--- config.mk ---
export PLATFORM = sky130hd
export DESIGN_NAME = prio_irq_ctrl
export DESIGN_NICKNAME = d
export VERILOG_FILES = /design/src/rtl/pic_pkg.sv /design/src/rtl/pic_cfg_regs.sv /design/src/rtl/pic_arbiter.sv /design/src/rtl/pic_level_stack.sv /design/src/rtl/prio_irq_ctrl.sv
export SDC_FILE = /design/constraint.sdc
export NUM_CORES = 1
export LEC_CHECK = 0
export CAP_MARGIN = 5
export CORE_MARGIN = 4
export CORE_UTILIZATION = 43
export CTS_BUF_LIST = sky130_fd_sc_hd__clkbuf_2 sky130_fd_sc_hd__clkbuf_4 sky130_fd_sc_hd__clkbuf_8
export DETAILED_ROUTE_END_ITERATION = 8
export PLACE_DENSITY = 0.62
export SLEW_MARGIN = 20
export SYNTH_ARGS = -nofsm -noshare
export SYNTH_HDL_FRONTEND = slang
export SYNTH_SLANG_ARGS = --single-unit
--- constraint.sdc ---
create_clock -name clk -period 13.5 [get_ports clk]
set_clock_uncertainty 0.05 [all_clocks]
set_input_delay 2.7 -clock clk [delete_from_list [all_inputs] [get_ports clk]]
set_output_delay 2.7 -clock clk [all_outputs]
set_load 0.01 [all_outputs]
--- src/rtl/pic_pkg.sv ---
package pic_pkg;
  localparam int NUM_SRC = 8;
  localparam int LVL_W   = 3;
  localparam int IDX_W   = $clog2(NUM_SRC);
  localparam int NUM_LVL = 1 << LVL_W;
  localparam int ADDR_W  = 3;
  localparam int DATA_W  = 8;
  localparam int NIB     = DATA_W / 2;
  localparam int NUM_PB  = NUM_SRC / 2;

  localparam logic [ADDR_W-1:0] OFS_CTRL = 3'd0;
  localparam logic [ADDR_W-1:0] OFS_PRIO = 3'd1;
  localparam logic [ADDR_W-1:0] OFS_RET  = 3'd5;

  localparam int CB_CLR   = 0;
  localparam int CB_ALLOW = 1;
  localparam int CB_OFF   = 2;
  localparam int CB_DAI   = 3;
  localparam int CB_RST   = 4;

  typedef logic [NUM_SRC-1:0][LVL_W-1:0] prio_vec_t;

  // highest set level of an in-service bitmap, 0 when idle
  function automatic logic [LVL_W-1:0] top_level(input logic [NUM_LVL-1:0] v);
    logic [LVL_W-1:0] r = '0;
    for (int i = 1; i < NUM_LVL; i++)
      if (v[i]) r = LVL_W'(i);
    return r;
  endfunction

  // bitmap with its highest level removed
  function automatic logic [NUM_LVL-1:0] drop_top(input logic [NUM_LVL-1:0] v);
    logic [NUM_LVL-1:0] r = v;
    logic [LVL_W-1:0]   t = top_level(v);
    if (t != '0) r[t] = 1'b0;
    return r;
  endfunction
endpackage

--- src/rtl/pic_cfg_regs.sv ---
module pic_cfg_regs
  import pic_pkg::*;
(
  input  logic              clk,
  input  logic              rst_n,
  input  logic              wr_en,
  input  logic [ADDR_W-1:0] wr_addr,
  input  logic [DATA_W-1:0] wr_data,
  output prio_vec_t         prio_o,
  output logic              ints_off_o,
  output logic              dai_on_o,
  output logic              clr_all_o,
  output logic              allow_o,
  output logic              rst_ctl_o,
  output logic              ret_wr_o
);
  logic ctl_wr;
  logic off_n_q, dai_n_q;
  prio_vec_t prio_q;

  assign ctl_wr    = wr_en && (wr_addr == OFS_CTRL);
  assign clr_all_o = ctl_wr && !wr_data[CB_CLR];
  assign allow_o   = ctl_wr && !wr_data[CB_ALLOW];
  assign rst_ctl_o = ctl_wr && !wr_data[CB_RST];
  assign ret_wr_o  = wr_en && (wr_addr == OFS_RET);

  always_ff @(posedge clk or negedge rst_n) begin
    if (!rst_n) begin
      off_n_q <= 1'b1;
      dai_n_q <= 1'b1;
    end else if (ctl_wr) begin
      off_n_q <= wr_data[CB_OFF] | !wr_data[CB_RST];
      dai_n_q <= wr_data[CB_DAI] | !wr_data[CB_RST];
    end
  end

  for (genvar k = 0; k < NUM_PB; k++) begin : g_pbyte
    logic hit;
    assign hit = wr_en && (wr_addr == OFS_PRIO + ADDR_W'(k));
    always_ff @(posedge clk or negedge rst_n) begin
      if (!rst_n) begin
        prio_q[2*k]   <= '0;
        prio_q[2*k+1] <= '0;
      end else if (hit) begin
        prio_q[2*k]   <= wr_data[LVL_W-1:0];
        prio_q[2*k+1] <= wr_data[NIB +: LVL_W];
      end
    end
  end

  assign prio_o     = prio_q;
  assign ints_off_o = !off_n_q;
  assign dai_on_o   = !dai_n_q;
endmodule

--- src/rtl/pic_arbiter.sv ---
module pic_arbiter
  import pic_pkg::*;
(
  input  logic [NUM_SRC-1:0] pend,
  input  prio_vec_t          prio,
  output logic               win_valid,
  output logic [IDX_W-1:0]   win_idx,
  output logic [LVL_W-1:0]   win_lvl
);
  always_comb begin
    win_lvl = '0;
    win_idx = '0;
    // walk downward so that ties settle on the lowest index
    for (int i = NUM_SRC - 1; i >= 0; i--) begin
      if (pend[i] && prio[i] != '0 && prio[i] >= win_lvl) begin
        win_lvl = prio[i];
        win_idx = IDX_W'(i);
      end
    end
    win_valid = (win_lvl != '0);
  end
endmodule

--- src/rtl/pic_level_stack.sv ---
module pic_level_stack
  import pic_pkg::*;
(
  input  logic               clk,
  input  logic               rst_n,
  input  logic               clr,
  input  logic               push,
  input  logic [LVL_W-1:0]   push_lvl,
  input  logic               pop,
  output logic [NUM_LVL-1:0] insvc_o,
  output logic [LVL_W-1:0]   cur_lvl_o
);
  logic [NUM_LVL-1:0] q, after_pop, push_bit;

  assign after_pop = pop ? drop_top(q) : q;
  assign push_bit  = push ? (NUM_LVL'(1) << push_lvl) : '0;

  always_ff @(posedge clk or negedge rst_n) begin
    if (!rst_n)   q <= '0;
    else if (clr) q <= '0;
    else          q <= after_pop | push_bit;
  end

  assign insvc_o   = q;
  assign cur_lvl_o = top_level(q);
endmodule

--- src/rtl/prio_irq_ctrl.sv ---
module prio_irq_ctrl
  import pic_pkg::*;
(
  input  logic              clk,
  input  logic              rst_n,
  input  logic [NUM_SRC-1:0] req_i,
  input  logic              wr_en,
  input  logic [ADDR_W-1:0] wr_addr,
  input  logic [DATA_W-1:0] wr_data,
  input  logic              ack_i,
  output logic              irq_o,
  output logic [IDX_W-1:0]  vec_o
);
  prio_vec_t          prio;
  logic               ints_off, dai_on, clr_all, allow, rst_ctl, ret_wr;
  logic [NUM_SRC-1:0] pend_q, pend_d, ack_clr;
  logic               win_valid, take, ack_take, blocked_q;
  logic [IDX_W-1:0]   win_idx, vec_q;
  logic [LVL_W-1:0]   win_lvl, irq_lvl_q, cur_lvl;
  logic [NUM_LVL-1:0] insvc;
  logic               irq_q;

  pic_cfg_regs u_cfg (
    .clk, .rst_n, .wr_en, .wr_addr, .wr_data,
    .prio_o(prio), .ints_off_o(ints_off), .dai_on_o(dai_on),
    .clr_all_o(clr_all), .allow_o(allow), .rst_ctl_o(rst_ctl), .ret_wr_o(ret_wr)
  );

  pic_arbiter u_arb (
    .pend(pend_q), .prio, .win_valid, .win_idx, .win_lvl
  );

  pic_level_stack u_stk (
    .clk, .rst_n, .clr(rst_ctl), .push(ack_take), .push_lvl(irq_lvl_q),
    .pop(ret_wr), .insvc_o(insvc), .cur_lvl_o(cur_lvl)
  );

  assign ack_take = ack_i && irq_q;
  assign take     = win_valid && (win_lvl > cur_lvl) && !ints_off && !blocked_q;
  assign ack_clr  = ack_take ? (NUM_SRC'(1) << vec_q) : '0;

  // a new request beats the acknowledge clear; clear-all and reset beat both
  assign pend_d = (clr_all || rst_ctl) ? '0 : ((pend_q & ~ack_clr) | req_i);

  always_ff @(posedge clk or negedge rst_n) begin
    if (!rst_n) begin
      pend_q    <= '0;
      blocked_q <= 1'b0;
      irq_q     <= 1'b0;
      vec_q     <= '0;
      irq_lvl_q <= '0;
    end else begin
      pend_q <= pend_d;
      if (rst_ctl || allow)      blocked_q <= 1'b0;
      else if (ack_take && dai_on) blocked_q <= 1'b1;
      irq_q <= take && !ack_take && !rst_ctl;
      if (take) begin
        vec_q     <= win_idx;
        irq_lvl_q <= win_lvl;
      end
    end
  end

  assign irq_o = irq_q;
  assign vec_o = vec_q;
endmodule

==> results.toml, run 1 <==
[detailed_routing]
postRouteWirelength_microns = 7825
antenna_left = 0
drt_first_pass_iters = 4
drt-initial-drc-count = 145
route.detailed.vias_per_inst = 5.719
route.vias.total = 2768
drcViolationCount = 0
routedWlPerCell_microns = 16.17

[grt]
grt_pass1_wl_microns = 12960
grtUsageTotal_pct = 18.89
gr-total-overflow = 0
vias_in_the_first_global_route = 2531
grt_antenna_before_repair = 0
largest_net_degree_at_the_start_of_global_routing = 50

[layout]
fin_area_sq_um = 3704
areaGrowthSynthToFinish_pct = 15.04
filler_cell_count = 730
final_cells = 484
final_layout_size_suffix_gt1_share_pct = 13.25
antennaDiodeCount = 0
finish.net_count = 422

[setup_path]
cpMaxStageDelayCell = "sky130_fd_sc_hd__a2111oi_0"
timing.critical_path.mode_cell = "sky130_fd_sc_hd__ha_1"
worst_setup_path_start_kind = "flip-flop"
worst-path-max-fanout = 7
setup.worst_path.end_class = "flip-flop"
setup.reg_to_reg.worst_slack_ns = 1.35
reg2reg_from = "pend_q[7]$_DFF_PN0_"
biggest_cell_delay_along_the_critical_path_ns = 0.49
critical_path_class = "reg -> reg"
timing.rr.end = "vec_o[2]$_DFFE_PN0P_"
r2r_cells = 55
cp.required_ns = 13.65
critical_path_arrival_ns = 12.30

[sta]
worst_slew_pin_slew_ns = 1.036
timing.final.max_slew_violations = 0
timing.setup.tns_ns = 0
maxSlewHeadroom_pct = 30.79
finalSetupViolations = 0
period_minus_slack_ns = 12.15
layout_worst_path_cycle_share_pct = 90.01
final-hold-violation-count = 0
clock.fmax_mhz = 82.30
rsz0062_at_grt = "no"

[synth]
synth-seq-area-share_pct = 38.17
ys_seq_elements = 49
mapped_nets = 395
synth_enable_flop_cells = 0
synth-main-ff-cell = "sky130_fd_sc_hd__dfrtp_1"
synthDominantAreaCellType = "sky130_fd_sc_hd__dfrtp_1"
synth.cell_area_sq_um = 3219
largest_cells_by_area_after_synthesis = "sky130_fd_sc_hd__dfrtp_1 37%, sky130_fd_sc_hd__mux2_2 6.3%, sky130_fd_sc_hd__ha_1 5.8%"
synth_area_per_cell_sq_um = 9.018
synthDominantCellAreaShare_pct = 36.53
yosys.cell_types.count = 62
postSynth.asyncResetShare_pct = 100.0
synthesis.instances = 357
synth_warnings = 0

[clock_tree]
clk_path_buf_depth = 2
cts_tree = "built"
cts_root_cell = "sky130_fd_sc_hd__clkbuf_8"
htreeDepth = 2
worst_skew_pair.late_latency_ns = 0.31
tritoncts_num_sinks = 49
cts_inserted_buffers = 5
clkSlewWorstSetupHoldPaths_ns = 0.09
cts_hold_buf = 0
buffer_count_from_post_cts_setup_fixing = 0

[pwr]
cellPowerDensity_nw_per_um2 = 230.4
worst_ir_drop_vdd_v = 0.0001337
p_leak_nw = 1.557

[placed_design]
number_of_buffer_cells_added_on_primary_ports = 25
place_congestion = 0.8688
placedCellCount = 476
dp_hpwl_microns = 6029
postPlaceCellArea_sq_um = 3577

[floorplan]
placement_rows = 31
design.core.area_sq_um = 7253
die-area_sq_um = 8935
ios = 27
initial_core_util_pct = 44.39
chipWidth_microns = 94.53
die_height_microns = 94.53

[worst_hold_path]
hold-path-endpoint = "u_cfg.dai_n_q$_DFFE_PN1P_"
worstHoldStart = "u_cfg.dai_n_q$_DFFE_PN1P_"
min_path_type = "reg -> reg"
timing.hold.worst_path_depth = 2

[status]
outcome = "complete, no violations"

[job]
drv.max_cap_violation_count = 0
worst max path at each step:
stage | startpoint | to | slack, ns | cells past startpoint
2_1_floorplan | pend_q[7]$_DFF_PN0_ | vec_o[2]$_DFFE_PN0P_ | 2.15 | 54
3_3_place_gp | pend_q[7]$_DFF_PN0_ | vec_o[2]$_DFFE_PN0P_ | 1.23 | 55
3_5_place_dp | pend_q[7]$_DFF_PN0_ | vec_o[2]$_DFFE_PN0P_ | 1.11 | 55
4_1_cts | pend_q[7]$_DFF_PN0_ | vec_o[2]$_DFFE_PN0P_ | 1.08 | 55
5_1_grt | pend_q[7]$_DFF_PN0_ | vec_o[2]$_DFFE_PN0P_ | 0.20 | 55
6_report | pend_q[7]$_DFF_PN0_ | vec_o[2]$_DFFE_PN0P_ | 1.35 | 55
synthesized netlist by cell type, types with 3 or more instances:
library cell / number
sky130_fd_sc_hd__dfrtp_1: 47
sky130_fd_sc_hd__nand2_1: 44
sky130_fd_sc_hd__nor2_1: 33
sky130_fd_sc_hd__a21oi_1: 28
sky130_fd_sc_hd__o21ai_0: 23
sky130_fd_sc_hd__inv_1: 18
sky130_fd_sc_hd__mux2_2: 18
sky130_fd_sc_hd__ha_1: 15
sky130_fd_sc_hd__nand3_1: 11
sky130_fd_sc_hd__and2_1: 7
sky130_fd_sc_hd__clkbuf_1: 7
sky130_fd_sc_hd__a31oi_1: 6
sky130_fd_sc_hd__nand2b_1: 6
sky130_fd_sc_hd__nor2b_1: 6
sky130_fd_sc_hd__nor3_1: 6
sky130_fd_sc_hd__a21o_1: 5
sky130_fd_sc_hd__o31ai_1: 5
sky130_fd_sc_hd__a211o_1: 3
sky130_fd_sc_hd__a22o_1: 3
sky130_fd_sc_hd__a32oi_1: 3
sky130_fd_sc_hd__o21ai_2: 3
sky130_fd_sc_hd__o22ai_1: 3
cell usage in the layout, fill, tap and decap left out, types with 3 or more instances in the layout:
| cell | count |
|---|---|
| sky130_fd_sc_hd__a211o_1 | 3 |
| sky130_fd_sc_hd__a21o_1 | 5 |
| sky130_fd_sc_hd__a21oi_1 | 28 |
| sky130_fd_sc_hd__a22o_1 | 3 |
| sky130_fd_sc_hd__a31oi_1 | 6 |
| sky130_fd_sc_hd__a32oi_1 | 3 |
| sky130_fd_sc_hd__and2_1 | 7 |
| sky130_fd_sc_hd__clkbuf_8 | 6 |
| sky130_fd_sc_hd__clkdlybuf4s50_1 | 24 |
| sky130_fd_sc_hd__dfrtp_1 | 47 |
| sky130_fd_sc_hd__ha_1 | 15 |
| sky130_fd_sc_hd__inv_1 | 18 |
| sky130_fd_sc_hd__mux2_2 | 18 |
| sky130_fd_sc_hd__nand2_1 | 44 |
| sky130_fd_sc_hd__nand2b_1 | 6 |
| sky130_fd_sc_hd__nand3_1 | 11 |
| sky130_fd_sc_hd__nor2_1 | 33 |
| sky130_fd_sc_hd__nor2b_1 | 6 |
| sky130_fd_sc_hd__nor3_1 | 6 |
| sky130_fd_sc_hd__o21ai_0 | 23 |
| sky130_fd_sc_hd__o21ai_2 | 3 |
| sky130_fd_sc_hd__o22ai_1 | 3 |
| sky130_fd_sc_hd__o31ai_1 | 5 |
what timing repair did:
item,4_1_cts,5_1_grt
resized for setup,0,1
hold endpoints to repair,0,0
setup endpoints to repair,0,3
metrics by stage:
stage	power, W	hold slack (ns)	worst slack [ns]	utilization, %
global route	0.0009399	0.4991	0.2023	51.06
detailed placement	0.0007370	0.4508	1.106	49.32
global placement	0.0007244	0.4364	1.227	49.32
CTS	0.0008524	0.4604	1.076	50.97
finish	0.0008534	0.4597	1.349	51.06
floorplan	0.0006125	0.4192	2.149	-
worst max-delay path: cells and delay by family, from the launching register on:
kind,cells,cell delay (ns)
flops,1,0.43
compound gates,21,4.39
mux,4,1.18
fa+ha+maj,9,2.57
simple gates,18,3.05
buf+inv,3,0.37
registers in the layout, indices dropped and copies added, names as in the netlist:
name           cells
irq_lvl_q          3
irq_o              1
u_stk.insvc_o      7
u_cfg.off_n_q      1
vec_o              3
blocked_q          1
pend_q             8
u_cfg.dai_n_q      1
u_cfg.prio_o      24
where the power goes:
part	internal, W	total (W)	leakage [nW]	switching, W
registers	0.000188	0.000238	0.579	0.0000502
clock network	0.0000625	0.000113	0.0619	0.0000502
logic	0.000227	0.000502	0.916	0.000275
total	0.000478	0.000853	1.56	0.000375
layer usage:
metal / wire [microns] / up-vias / global-route usage (%)
met1: 3811 / 1337 / 27.71
li1: - / 1360 / -
met4: 128 / 0 / 5.409
met2: 3600 / 59 / 29.02
met5: 0 / - / 0
met3: 284 / 12 / 2.629
kinds of logic (layout without fill, tap and decap cells):
family / count (synthesis) / count (layout) / synth area share [%]
AOI/OAI and AO/OA: 113 / 113 / 24.64
adders and majority gates: 17 / 17 / 6.529
buffers and inverters: 25 / 53 / 2.915
DFF: 49 / 49 / 38.17
muxes: 22 / 22 / 7.851
and+or+nand+nor: 131 / 131 / 19.90
cell type report:
| class | count | area [sq um] | area share (%) |
|---|---|---|---|
| Inverter | 18 | 67.56 | 1.824 |
| Multi-Input combinational cell | 283 | 1903 | 51.39 |
| Timing Repair Buffer | 27 | 260.3 | 7.027 |
| Clock inverter | 1 | 30.03 | 0.8108 |
| Clock buffer | 7 | 90.09 | 2.432 |
| Sequential cell | 49 | 1229 | 33.18 |
| Tap cell | 99 | 123.9 | 3.345 |
Power figures use the tool's default switching activity.
==> run 2: changes to the inputs <==
--- a/config.mk
+++ b/config.mk
@@ -8,7 +8,6 @@
 export CAP_MARGIN = 5
 export CORE_MARGIN = 4
 export CORE_UTILIZATION = 43
-export CTS_BUF_LIST = sky130_fd_sc_hd__clkbuf_2 sky130_fd_sc_hd__clkbuf_4 sky130_fd_sc_hd__clkbuf_8
 export DETAILED_ROUTE_END_ITERATION = 8
 export PLACE_DENSITY = 0.62
 export SLEW_MARGIN = 20
==> results.toml, run 2 (synthesis gave the netlist of run 1 again) <==
[status]
outcome = "complete, no violations"

[sta]
rsz0062_at_grt = "no"
layout_setup_ws_ns = 1.349
timing.setup.tns_ns = 0
worst_slew_pin_slew_ns = 1.036
final-hold-violation-count = 0
timing.final.max_slew_violations = 0
finalSetupViolations = 0
layout_worst_path_cycle_share_pct = 90.01
hold-worst-slack_ns = 0.4597
period_minus_slack_ns = 12.15
clock.fmax_mhz = 82.30
maxSlewHeadroom_pct = 30.79

[clock_tree]
tritoncts_num_sinks = 49
cts_tree = "built"
cts_inserted_buffers = 5
worst_skew_pair.late_latency_ns = 0.31
htreeDepth = 2
cts_root_cell = "sky130_fd_sc_hd__clkbuf_8"
buffer_count_from_post_cts_setup_fixing = 0
clk_path_buf_depth = 2
cts_hold_buf = 0
clkSlewWorstSetupHoldPaths_ns = 0.09

[layout]
fin_area_sq_um = 3700
max_ffs_per_register = 24
final_layout_size_suffix_gt1_share_pct = 12.99
filler_cell_count = 731
areaGrowthSynthToFinish_pct = 14.92
layout_commonest_cell = "sky130_fd_sc_hd__dfrtp_1"
finish.net_count = 422
final_cell_mix = "47 x sky130_fd_sc_hd__dfrtp_1, 44 x sky130_fd_sc_hd__nand2_1, 33 x sky130_fd_sc_hd__nor2_1"
antennaDiodeCount = 0

[floorplan]
chipWidth_microns = 94.53
initial_core_util_pct = 44.39
design.core.area_sq_um = 7253
placement_rows = 31
die_height_microns = 94.53
ios = 27
die-area_sq_um = 8935

[detailed_routing]
route.detailed.vias_per_inst = 5.725
drt-initial-drc-count = 145
drt_first_pass_iters = 4
route.vias.total = 2771
postRouteWirelength_microns = 7826
routedWlPerCell_microns = 16.17
antenna_left = 0
drcViolationCount = 0

[grt]
vias_in_the_first_global_route = 2531
grtUsageTotal_pct = 18.89
grt_pass1_wl_microns = 12960
grt_antenna_before_repair = 0
largest_net_degree_at_the_start_of_global_routing = 50
gr-total-overflow = 0

[placed_design]
postPlaceCellArea_sq_um = 3577
dp_hpwl_microns = 6029
number_of_buffer_cells_added_on_primary_ports = 25
place_congestion = 0.8688
place_ws_ns = 1.106

[setup_path]
timing.rr.end = "vec_o[2]$_DFFE_PN0P_"
reg2reg_from = "pend_q[7]$_DFF_PN0_"
critical_path_arrival_ns = 12.30
setup.reg_to_reg.worst_slack_ns = 1.35
biggest_cell_delay_along_the_critical_path_ns = 0.49
crit_path_end = "vec_o[2]$_DFFE_PN0P_"
setup.worst_path.end_class = "flip-flop"
worst_setup_path_start_kind = "flip-flop"
timing.critical_path.mode_cell = "sky130_fd_sc_hd__ha_1"
cpMaxStageDelayCell = "sky130_fd_sc_hd__a2111oi_0"
cp.required_ns = 13.65
worst-path-max-fanout = 7
r2r_cells = 55
setup.worst_path.start = "pend_q[7]$_DFF_PN0_"
critical_path_class = "reg -> reg"

[pwr]
worst_ir_drop_vdd_v = 0.0001337
cellPowerDensity_nw_per_um2 = 230.1
p_leak_nw = 1.553

[worst_hold_path]
min_path_type = "reg -> reg"

[job]
drv.max_cap_violation_count = 0
## run 2: how the worst min path moves through the flow
stage                                          from                        end  slack, ns  cells after the start
after detailed placement  u_cfg.dai_n_q$_DFFE_PN1P_  u_cfg.dai_n_q$_DFFE_PN1P_       0.45                      2
after CTS                 u_cfg.dai_n_q$_DFFE_PN1P_  u_cfg.dai_n_q$_DFFE_PN1P_       0.46                      2
after global placement    u_cfg.off_n_q$_DFFE_PN1P_  u_cfg.off_n_q$_DFFE_PN1P_       0.44                      2
final                     u_cfg.dai_n_q$_DFFE_PN1P_  u_cfg.dai_n_q$_DFFE_PN1P_       0.46                      2
after global routing      u_cfg.dai_n_q$_DFFE_PN1P_  u_cfg.dai_n_q$_DFFE_PN1P_       0.50                      2
after floorplan                 pend_q[0]$_DFF_PN0_        pend_q[0]$_DFF_PN0_       0.42                      2
## run 2: metal layers
metal,vias to the layer above,track usage [%],share of wire [%]
li1,1360,-,-
met1,1338,27.71,49
met2,61,29.02,46
met3,12,2.629,3.7
met4,0,5.409,1.6
met5,-,0,0
## run 2: cell type report
class	count	area, sq um	area share, %
multi-input cells	283	1903	51.44
flip-flops and latches	49	1229	33.21
repair buffers	27	260.3	7.034
inverters	18	67.56	1.826
clock buffers	7	86.33	2.333
well taps	99	123.9	3.348
clock inverters	1	30.03	0.8116
## run 2: what timing repair did
action | in CTS | in global routing
endpoints found under the setup margin | 0 | 3
hold endpoints to repair | 0 | 0
gates resized for setup | 0 | 1
## run 2: critical path: cells and delay by family, from the launching register on
kind	cells	cell delay, ns
AO/OA/AOI/OAI	21	4.39
AND/OR/NAND/NOR	18	3.05
adder cells (fa/ha/maj)	9	2.57
flip-flops	1	0.43
multiplexers	4	1.18
buffers and inverters	3	0.37
## run 2: where the power goes
group	total, W	internal (W)	switching, W
combinational	0.000502	0.000227	0.000275
clock	0.000111	0.0000605	0.0000502
sequential	0.000238	0.000188	0.0000502
total	0.000851	0.000476	0.000375
## run 2: metrics by stage
step	instances	total power [W]	utilization [%]
after CTS	484	0.0008504	50.92
after floorplan	357	0.0006125	-
after global routing	484	0.0009379	51.01
after detailed placement	476	0.0007370	49.32
after global placement	476	0.0007244	49.32
final	484	0.0008514	51.01
